`src/rtl/boot_pkg.sv`:
```
package boot_pkg;

  typedef enum logic [2:0] {
    SQ_RESET,
    SQ_SAVE_LINK,
    SQ_SAVE_STAT,
    SQ_FORCE,
    SQ_LOCK,
    SQ_BOOT,
    SQ_DONE
  } seq_state_e;

  typedef enum logic [1:0] {
    AS_IDLE,
    AS_REQ,
    AS_WAIT,
    AS_OUT
  } asm_state_e;

  localparam logic [4:0] MODE_SUPV = 5'b10011;
  localparam int         CTL_BITS  = 6;

endpackage

```
`src/rtl/boot_rst_sync.sv`:
```
module boot_rst_sync #(
  parameter int STAGES = 2
) (
  input  logic clk,
  input  logic arst_n,
  output logic rst_n
);

  logic [STAGES-1:0] chain;

  always_ff @(posedge clk or negedge arst_n) begin
    if (!arst_n) chain <= '0;
    else         chain <= {chain[STAGES-2:0], 1'b1};
  end

  assign rst_n = chain[STAGES-1];

  assert_sync_drops_R11: assert property (@(posedge clk) !arst_n |-> !rst_n);

endmodule

```
`src/rtl/boot_lock_timer.sv`:
```
module boot_lock_timer #(
  parameter int LOCK_CYCLES = 64
) (
  input  logic clk,
  input  logic rst_n,
  input  logic start,
  output logic expire,
  output logic locked
);

  localparam int CW = $clog2(LOCK_CYCLES + 1);

  logic [CW-1:0] cnt;
  logic          busy;

  assign expire = busy && (cnt == '0);

  always_ff @(posedge clk or negedge rst_n) begin
    if (!rst_n) begin
      cnt    <= '0;
      busy   <= 1'b0;
      locked <= 1'b0;
    end else if (start) begin
      busy <= 1'b1;
      cnt  <= CW'(LOCK_CYCLES - 1);
    end else if (expire) begin
      busy   <= 1'b0;
      locked <= 1'b1;
    end else if (busy) begin
      cnt <= cnt - 1'b1;
    end
  end

  assert_locked_sticks_R8: assert property (@(posedge clk) disable iff (!rst_n)
    locked |=> locked);
  assert_lock_after_count_R8: assert property (@(posedge clk) disable iff (!rst_n)
    $rose(locked) |-> $past(busy));

endmodule

```
`src/rtl/boot_word_asm.sv`:
```
module boot_word_asm
  import boot_pkg::*;
#(
  parameter int BOOT_WORDS = 16
) (
  input  logic        clk,
  input  logic        rst_n,
  input  logic        go,
  input  logic        wide,
  output logic        req_valid,
  input  logic        req_ready,
  output logic [31:0] req_addr,
  output logic        req_size,
  input  logic        rsp_valid,
  output logic        rsp_ready,
  input  logic [31:0] rsp_data,
  output logic        instr_valid,
  input  logic        instr_ready,
  output logic [31:0] instr_data,
  output logic [31:0] instr_addr,
  output logic        done
);

  localparam int WIW = $clog2(BOOT_WORDS + 1);

  asm_state_e     st;
  logic [WIW-1:0] widx;
  logic           hidx;
  logic [31:0]    buffer;
  logic [31:0]    word_base;

  assign word_base   = 32'(widx) << 2;
  assign req_valid   = (st == AS_REQ);
  assign rsp_ready   = (st == AS_WAIT);
  assign instr_valid = (st == AS_OUT);
  assign req_size    = wide;
  assign req_addr    = word_base | {30'b0, (!wide && hidx), 1'b0};
  assign instr_data  = buffer;
  assign instr_addr  = word_base;
  assign done        = (st == AS_IDLE) && (widx == WIW'(BOOT_WORDS));

  always_ff @(posedge clk or negedge rst_n) begin
    if (!rst_n) begin
      st     <= AS_IDLE;
      widx   <= '0;
      hidx   <= 1'b0;
      buffer <= '0;
    end else begin
      unique case (st)
        AS_IDLE: if (go && (widx != WIW'(BOOT_WORDS))) st <= AS_REQ;
        AS_REQ:  if (req_ready) st <= AS_WAIT;
        AS_WAIT: if (rsp_valid) begin
          if (wide) begin
            buffer <= rsp_data;
            st     <= AS_OUT;
          end else if (!hidx) begin
            buffer[15:0] <= rsp_data[15:0];
            hidx         <= 1'b1;
            st           <= AS_REQ;
          end else begin
            buffer[31:16] <= rsp_data[15:0];
            hidx          <= 1'b0;
            st            <= AS_OUT;
          end
        end
        AS_OUT: if (instr_ready) begin
          widx <= widx + 1'b1;
          st   <= (widx == WIW'(BOOT_WORDS - 1)) ? AS_IDLE : AS_REQ;
        end
        default: st <= AS_IDLE;
      endcase
    end
  end

  assert_req_holds_R10: assert property (@(posedge clk) disable iff (!rst_n)
    req_valid && !req_ready |=> req_valid && $stable(req_addr));
  assert_word_holds_R10: assert property (@(posedge clk) disable iff (!rst_n)
    instr_valid && !instr_ready |=> instr_valid && $stable(instr_data));
  assert_wide_aligned_R6: assert property (@(posedge clk) disable iff (!rst_n)
    req_valid && wide |-> req_addr[1:0] == 2'b00);
  assert_half_aligned_R7: assert property (@(posedge clk) disable iff (!rst_n)
    req_valid && !wide |-> req_addr[0] == 1'b0);

endmodule

```
`src/rtl/boot_reset_seq.sv`:
```
module boot_reset_seq
  import boot_pkg::*;
#(
  parameter int LOCK_CYCLES = 64,
  parameter int BOOT_WORDS  = 16,
  parameter int SYNC_STAGES = 2
) (
  input  logic                clk,
  input  logic                rst_n_in,
  input  logic                strap_wide,
  output logic                rst_out_n,
  output logic                core_hold,
  input  logic [31:0]         cur_pc,
  input  logic [31:0]         cur_status,
  output logic                save_link_we,
  output logic                save_stat_we,
  output logic [31:0]         save_data,
  output logic                force_we,
  output logic [4:0]          core_mode,
  output logic                core_irq_mask,
  output logic                core_fiq_mask,
  output logic [CTL_BITS-1:0] sys_ctl,
  output logic                clk_ready,
  output logic                rom_wide,
  output logic                rom_req_valid,
  input  logic                rom_req_ready,
  output logic [31:0]         rom_req_addr,
  output logic                rom_req_size,
  input  logic                rom_rsp_valid,
  output logic                rom_rsp_ready,
  input  logic [31:0]         rom_rsp_data,
  output logic                instr_valid,
  input  logic                instr_ready,
  output logic [31:0]         instr_data,
  output logic [31:0]         instr_addr,
  output logic                boot_done
);

  logic       rst_sync;
  seq_state_e state;
  logic       strap_q;
  logic       lock_expire;
  logic       asm_done;

  boot_rst_sync #(.STAGES(SYNC_STAGES)) u_sync (
    .clk    (clk),
    .arst_n (rst_n_in),
    .rst_n  (rst_sync)
  );

  always_ff @(posedge clk) begin
    if (!rst_sync) strap_q <= strap_wide;
  end
  assign rom_wide = strap_q;

  always_ff @(posedge clk or negedge rst_sync) begin
    if (!rst_sync) state <= SQ_RESET;
    else begin
      unique case (state)
        SQ_RESET:     state <= SQ_SAVE_LINK;
        SQ_SAVE_LINK: state <= SQ_SAVE_STAT;
        SQ_SAVE_STAT: state <= SQ_FORCE;
        SQ_FORCE:     state <= SQ_LOCK;
        SQ_LOCK:      if (lock_expire) state <= SQ_BOOT;
        SQ_BOOT:      if (asm_done) state <= SQ_DONE;
        default:      state <= SQ_DONE;
      endcase
    end
  end

  always_ff @(posedge clk or negedge rst_sync) begin
    if (!rst_sync) begin
      core_mode     <= '0;
      core_irq_mask <= 1'b0;
      core_fiq_mask <= 1'b0;
      sys_ctl       <= '0;
    end else if (state == SQ_FORCE) begin
      core_mode     <= MODE_SUPV;
      core_irq_mask <= 1'b1;
      core_fiq_mask <= 1'b1;
      sys_ctl       <= '0;
    end
  end

  assign rst_out_n    = (state != SQ_RESET);
  assign core_hold    = (state != SQ_DONE);
  assign boot_done    = (state == SQ_DONE);
  assign save_link_we = (state == SQ_SAVE_LINK);
  assign save_stat_we = (state == SQ_SAVE_STAT);
  assign force_we     = (state == SQ_FORCE);
  assign save_data    = (state == SQ_SAVE_STAT) ? cur_status : cur_pc;

  boot_lock_timer #(.LOCK_CYCLES(LOCK_CYCLES)) u_lock (
    .clk    (clk),
    .rst_n  (rst_sync),
    .start  (state == SQ_FORCE),
    .expire (lock_expire),
    .locked (clk_ready)
  );

  boot_word_asm #(.BOOT_WORDS(BOOT_WORDS)) u_asm (
    .clk         (clk),
    .rst_n       (rst_sync),
    .go          (state == SQ_BOOT),
    .wide        (strap_q),
    .req_valid   (rom_req_valid),
    .req_ready   (rom_req_ready),
    .req_addr    (rom_req_addr),
    .req_size    (rom_req_size),
    .rsp_valid   (rom_rsp_valid),
    .rsp_ready   (rom_rsp_ready),
    .rsp_data    (rom_rsp_data),
    .instr_valid (instr_valid),
    .instr_ready (instr_ready),
    .instr_data  (instr_data),
    .instr_addr  (instr_addr),
    .done        (asm_done)
  );

  logic fetch_seen;
  always_ff @(posedge clk or negedge rst_sync) begin
    if (!rst_sync) fetch_seen <= 1'b0;
    else if (rom_req_valid && rom_req_ready) fetch_seen <= 1'b1;
  end

  assert_no_bus_in_reset_R1: assert property (@(posedge clk) disable iff (!rst_n_in)
    !rst_out_n |-> !rom_req_valid && !save_link_we && !force_we);
  assert_link_then_status_R2: assert property (@(posedge clk) disable iff (!rst_sync)
    save_link_we |=> save_stat_we && !save_link_we);
  assert_status_then_force_R3: assert property (@(posedge clk) disable iff (!rst_sync)
    save_stat_we |=> force_we);
  assert_mode_forced_R3: assert property (@(posedge clk) disable iff (!rst_sync)
    force_we |=> core_mode == MODE_SUPV && core_irq_mask && core_fiq_mask);
  assert_strap_held_R5: assert property (@(posedge clk) disable iff (!rst_sync)
    $past(rst_sync) |-> $stable(rom_wide));
  assert_fetch_after_lock_R8: assert property (@(posedge clk) disable iff (!rst_sync)
    rom_req_valid |-> clk_ready);
  assert_first_fetch_zero_R9: assert property (@(posedge clk) disable iff (!rst_sync)
    rom_req_valid && !fetch_seen |-> rom_req_addr == 32'h0);
  assert_quiet_when_done_R9: assert property (@(posedge clk) disable iff (!rst_sync)
    boot_done |-> !rom_req_valid && !instr_valid);

endmodule

```
`config.mk`:
```
export PLATFORM = sky130hd
export DESIGN_NAME = boot_reset_seq
export DESIGN_NICKNAME = d
export VERILOG_FILES = /design/src/rtl/boot_pkg.sv /design/src/rtl/boot_rst_sync.sv /design/src/rtl/boot_lock_timer.sv /design/src/rtl/boot_word_asm.sv /design/src/rtl/boot_reset_seq.sv
export SDC_FILE = /design/constraint.sdc
export NUM_CORES = 1
export LEC_CHECK = 0
export ABC_AREA = 0
export BUFFER_PORTS_ARGS = -buffer_cell sky130_fd_sc_hd__buf_2
export CAP_MARGIN = 0
export CORE_AREA = 3 3 97 99
export CTS_BUF_LIST = sky130_fd_sc_hd__clkbuf_4 sky130_fd_sc_hd__clkbuf_8
export CTS_CLUSTER_DIAMETER = 120
export DETAILED_ROUTE_END_ITERATION = 10
export DIE_AREA = 0 0 100 102
export GPL_TIMING_DRIVEN = 0
export PLACE_DENSITY_LB_ADDON = 0.2
export SLEW_MARGIN = 20
export SYNTH_ARGS = -nofsm -noshare
export SYNTH_HDL_FRONTEND = slang
export SYNTH_SLANG_ARGS = --single-unit
```
`constraint.sdc`:
```
create_clock -name clk -period 3.3 [get_ports clk]
set_clock_uncertainty 0.15 [all_clocks]
set_input_delay 0.66 -clock clk [delete_from_list [all_inputs] [get_ports clk]]
set_output_delay 0.66 -clock clk [all_outputs]
set_load 0.005 [all_outputs]
```
==> results.sh <==
export IMPL_yosys_most_used_dff="dfrtp_1"
export IMPL_seq_area_frac_synth_pct=39.9
export IMPL_status="finished, final reports clean"
export IMPL_final_tns_setup_ps=0
export IMPL_timing_reg2reg_worst_path_depth=4
export IMPL_hold_slack_final_ps=216
export IMPL_place_port_buffers=193
export IMPL_number_of_failing_setup_endpoints_in_the_final_timing_report=0
export IMPL_globalRouteTotalUtil_pct=16.7
export IMPL_starting_density_of_the_core_pct=40.8
export IMPL_power_per_cell_area_mw_per_mm2=494
export IMPL_dpl_instance_area_sq_mm=0.00485
export IMPL_postSynthCellCount=314
export IMPL_fp_row_count=34
export IMPL_pin_count=255
export IMPL_antenna_violating_nets_post_route=0
export IMPL_post_drt_via_cell_ratio=4.24
export IMPL_post_cts_buffers=0
export IMPL_finalCriticalPeriod_ps=2880
export IMPL_postSynthRegisterBits=56
export IMPL_synth_lib_cells_used_distinct=41
export IMPL_clkLatencyLatePin_ps=310
export IMPL_gp_routability_congestion=0.809
export IMPL_drtPass1Iterations=4
export IMPL_hp_class="reg2reg"
export IMPL_syn2layout_area_growth_pct=40.6
export IMPL_vdd_ir_drop_max_mv=0.240
export IMPL_reg2reg_setup_slack_ps=1330
export IMPL_route_met2_wl_um=4570
export IMPL_endpoint_kind="output port"
export IMPL_tritoncts="yes"
export IMPL_avgSynthCellArea_sq_um=11.2
export IMPL_post_layout_instance_area_sq_mm=0.00496
export IMPL_first_pass_grt_wire_length_um=13600
export IMPL_count_of_instances_resized_after_the_clock_tree_is_built=0
export IMPL_num_antenna_cells=0
export IMPL_grt_setup_unrepaired="no"
export IMPL_achievable_frequency_mhz=348
export IMPL_ys_warn_count=0
export IMPL_crit_arrival_ps=2070
export IMPL_synth_edf_count=1
export IMPL_start_kind="flop"
export IMPL_cts_hold_buffers=1
export IMPL_detail_route_iter0_violations=95
export IMPL_via_count=2901
export IMPL_worst_hold_path_endpoint="u_sync.chain[1]$_DFF_PN0_"
export IMPL_timing_critical_path_slowest_cell_delay_ps=440
export IMPL_nets=682
export IMPL_layout_cells_most_common_list="195 x buf_2, 82 x mux2_2, 76 x buf_4"
export IMPL_worstReg2RegEnd="u_asm.instr_data[25]$_DFFE_PN0P_"
export IMPL_worstPathCellList="clkbuf_1, nor3b_2, buf_4, mux2_2, buf_2"
export IMPL_final_min_period_over_clock_period_pct=87.1
export IMPL_grt_pass1_vias=2737
export IMPL_worst_path_buf_inv=3
export IMPL_worst_r2r_startpoint="rom_wide$_DFFE_PN_"
export IMPL_path_clk_slew_ps=100
export IMPL_dp_final_hpwl_um=7470
export IMPL_timing_slew_headroom_pct=54.2
export IMPL_route_met3_wl_um=894
export IMPL_die_height_um=102
export IMPL_cp_max_fo=10
export IMPL_fraction_of_final_layout_cells_sized_beyond_drive_strength_1_pct=64.2
export IMPL_maximum_number_of_pins_on_one_net_before_global_route_repair=55
export IMPL_timing_setup_critical_path_class="reg2out"
export IMPL_async_reset_ff_share_pct=98.2
export IMPL_worst_ep_required_time_ps=2490
export IMPL_crit_family="buffers and inverters"
export IMPL_final_common_cell="buf_2"
export IMPL_clock_tree_htree_level_count=2
export IMPL_leakage_nw=2.71
export IMPL_grt_ovfl_total=0
export IMPL_dieArea_sq_mm=0.0102
export IMPL_clock_tree_root_cell="clkbuf_8"
export IMPL_tightestPinTransition_ps=687
export IMPL_critical_path_slowest_stage_cell="nor3b_2"
export IMPL_grt_antenna_before_repair=0
export IMPL_timing_hold_violations_final=0
export IMPL_clockBufferDepth=2
export IMPL_min_delay_start="u_sync.chain[0]$_DFF_PN0_"
export IMPL_fin_util_pct=57.4
export IMPL_design_core_area_sq_mm=0.00864
export IMPL_timing_max_transition_violations_final=0
export IMPL_met1_length_um=3290
export IMPL_routed_top_layer="met4"
export IMPL_post_synthesis_instance_area_sq_mm=0.00352
export IMPL_cap_violations=0
export IMPL_die_w_um=100
export IMPL_fillerInstances=779
export IMPL_clock_sinks=56
export IMPL_drt_drc_violations_left=0
export IMPL_routed_wl_um=8870
export IMPL_whs_path_depth=0
export IMPL_wl_per_cell_um=13.0
export IMPL_numCtsBuffers=5
cell type report:
class                           instances  area (sq um)  share of cell area [%]
Clock buffer                            5          68.8                    1.39
Timing Repair Buffer                  194           976                    19.7
Inverter                               10          37.5                   0.757
Tap cell                              108           135                    2.73
Sequential cell                        56          1410                    28.5
Multi-Input combinational cell        225          1710                    34.4
Buffer                                 83           599                    12.1
Clock inverter                          3          22.5                   0.454
report_power, final:
group / switching [mW] / total [mW] / internal (mW)
combinational: 0.384 / 0.977 / 0.594
clock: 0.232 / 0.385 / 0.153
sequential: 0.155 / 1.09 / 0.931
total: 0.771 / 2.45 / 1.68
kinds of logic after synthesis:
| family | synth area share, % |
|---|---|
| buf+inv | 18.1 |
| fa+ha+maj | 1.77 |
| other cells | 0.213 |
| flops | 39.9 |
| compound gates | 4.65 |
| simple gates | 7.92 |
| mux | 26.5 |
| xor+xnor | 0.994 |
worst max-delay path by stage:
stage	from	endpoint	slack [ps]	depth (start not counted)
after CTS	state[2]$_DFFE_PN0P_	save_data[13]	380	5
after detailed placement	state[2]$_DFFE_PN0P_	save_data[3]	720	5
after global placement	state[2]$_DFFE_PN0P_	save_data[24]	760	5
after floorplan	state[2]$_DFFE_PN0P_	save_data[22]	1060	4
after global routing	state[2]$_DFFE_PN0P_	save_data[24]	240	5
final	state[2]$_DFFE_PN0P_	save_data[13]	420	5
state kept, by name, indices dropped and copies added, names as in the netlist:
signal,flops
u_asm.hidx,1
u_sync.chain,2
u_lock.locked,1
rom_wide,1
u_lock.busy,1
core_fiq_mask,1
u_asm.st,2
u_asm.widx,5
u_lock.cnt,7
u_asm.instr_data,32
state,3
routing by layer:
layer,track usage [%],vias to the layer above
met4,4.77,0
met1,19.6,1273
met3,3.96,10
met2,30.3,147
met5,0,-
li1,-,1471
Yosys cell counts (4+ instances only):
library cell	instances	share of area, %
o21ai_0	8	1.1
nand2_1	6	0.64
a21oi_1	6	0.85
buf_4	76	16
clkbuf_1	5	0.53
nand3b_1	4	0.85
nor2_1	7	0.75
inv_1	10	1.1
mux2_2	82	26
ha_1	5	1.8
dfrtp_1	55	39
nor2b_1	6	1.1
per-stage QoR:
stage                     instances  total power, mW  setup slack (ps)
after floorplan                 374             1.64              1060
after global placement          675             2.07               765
after detailed placement        675             2.10               724
after CTS                       684             2.49               376
after global routing            684             2.63               242
final                           684             2.45               424
Power figures use the tool's default switching activity.
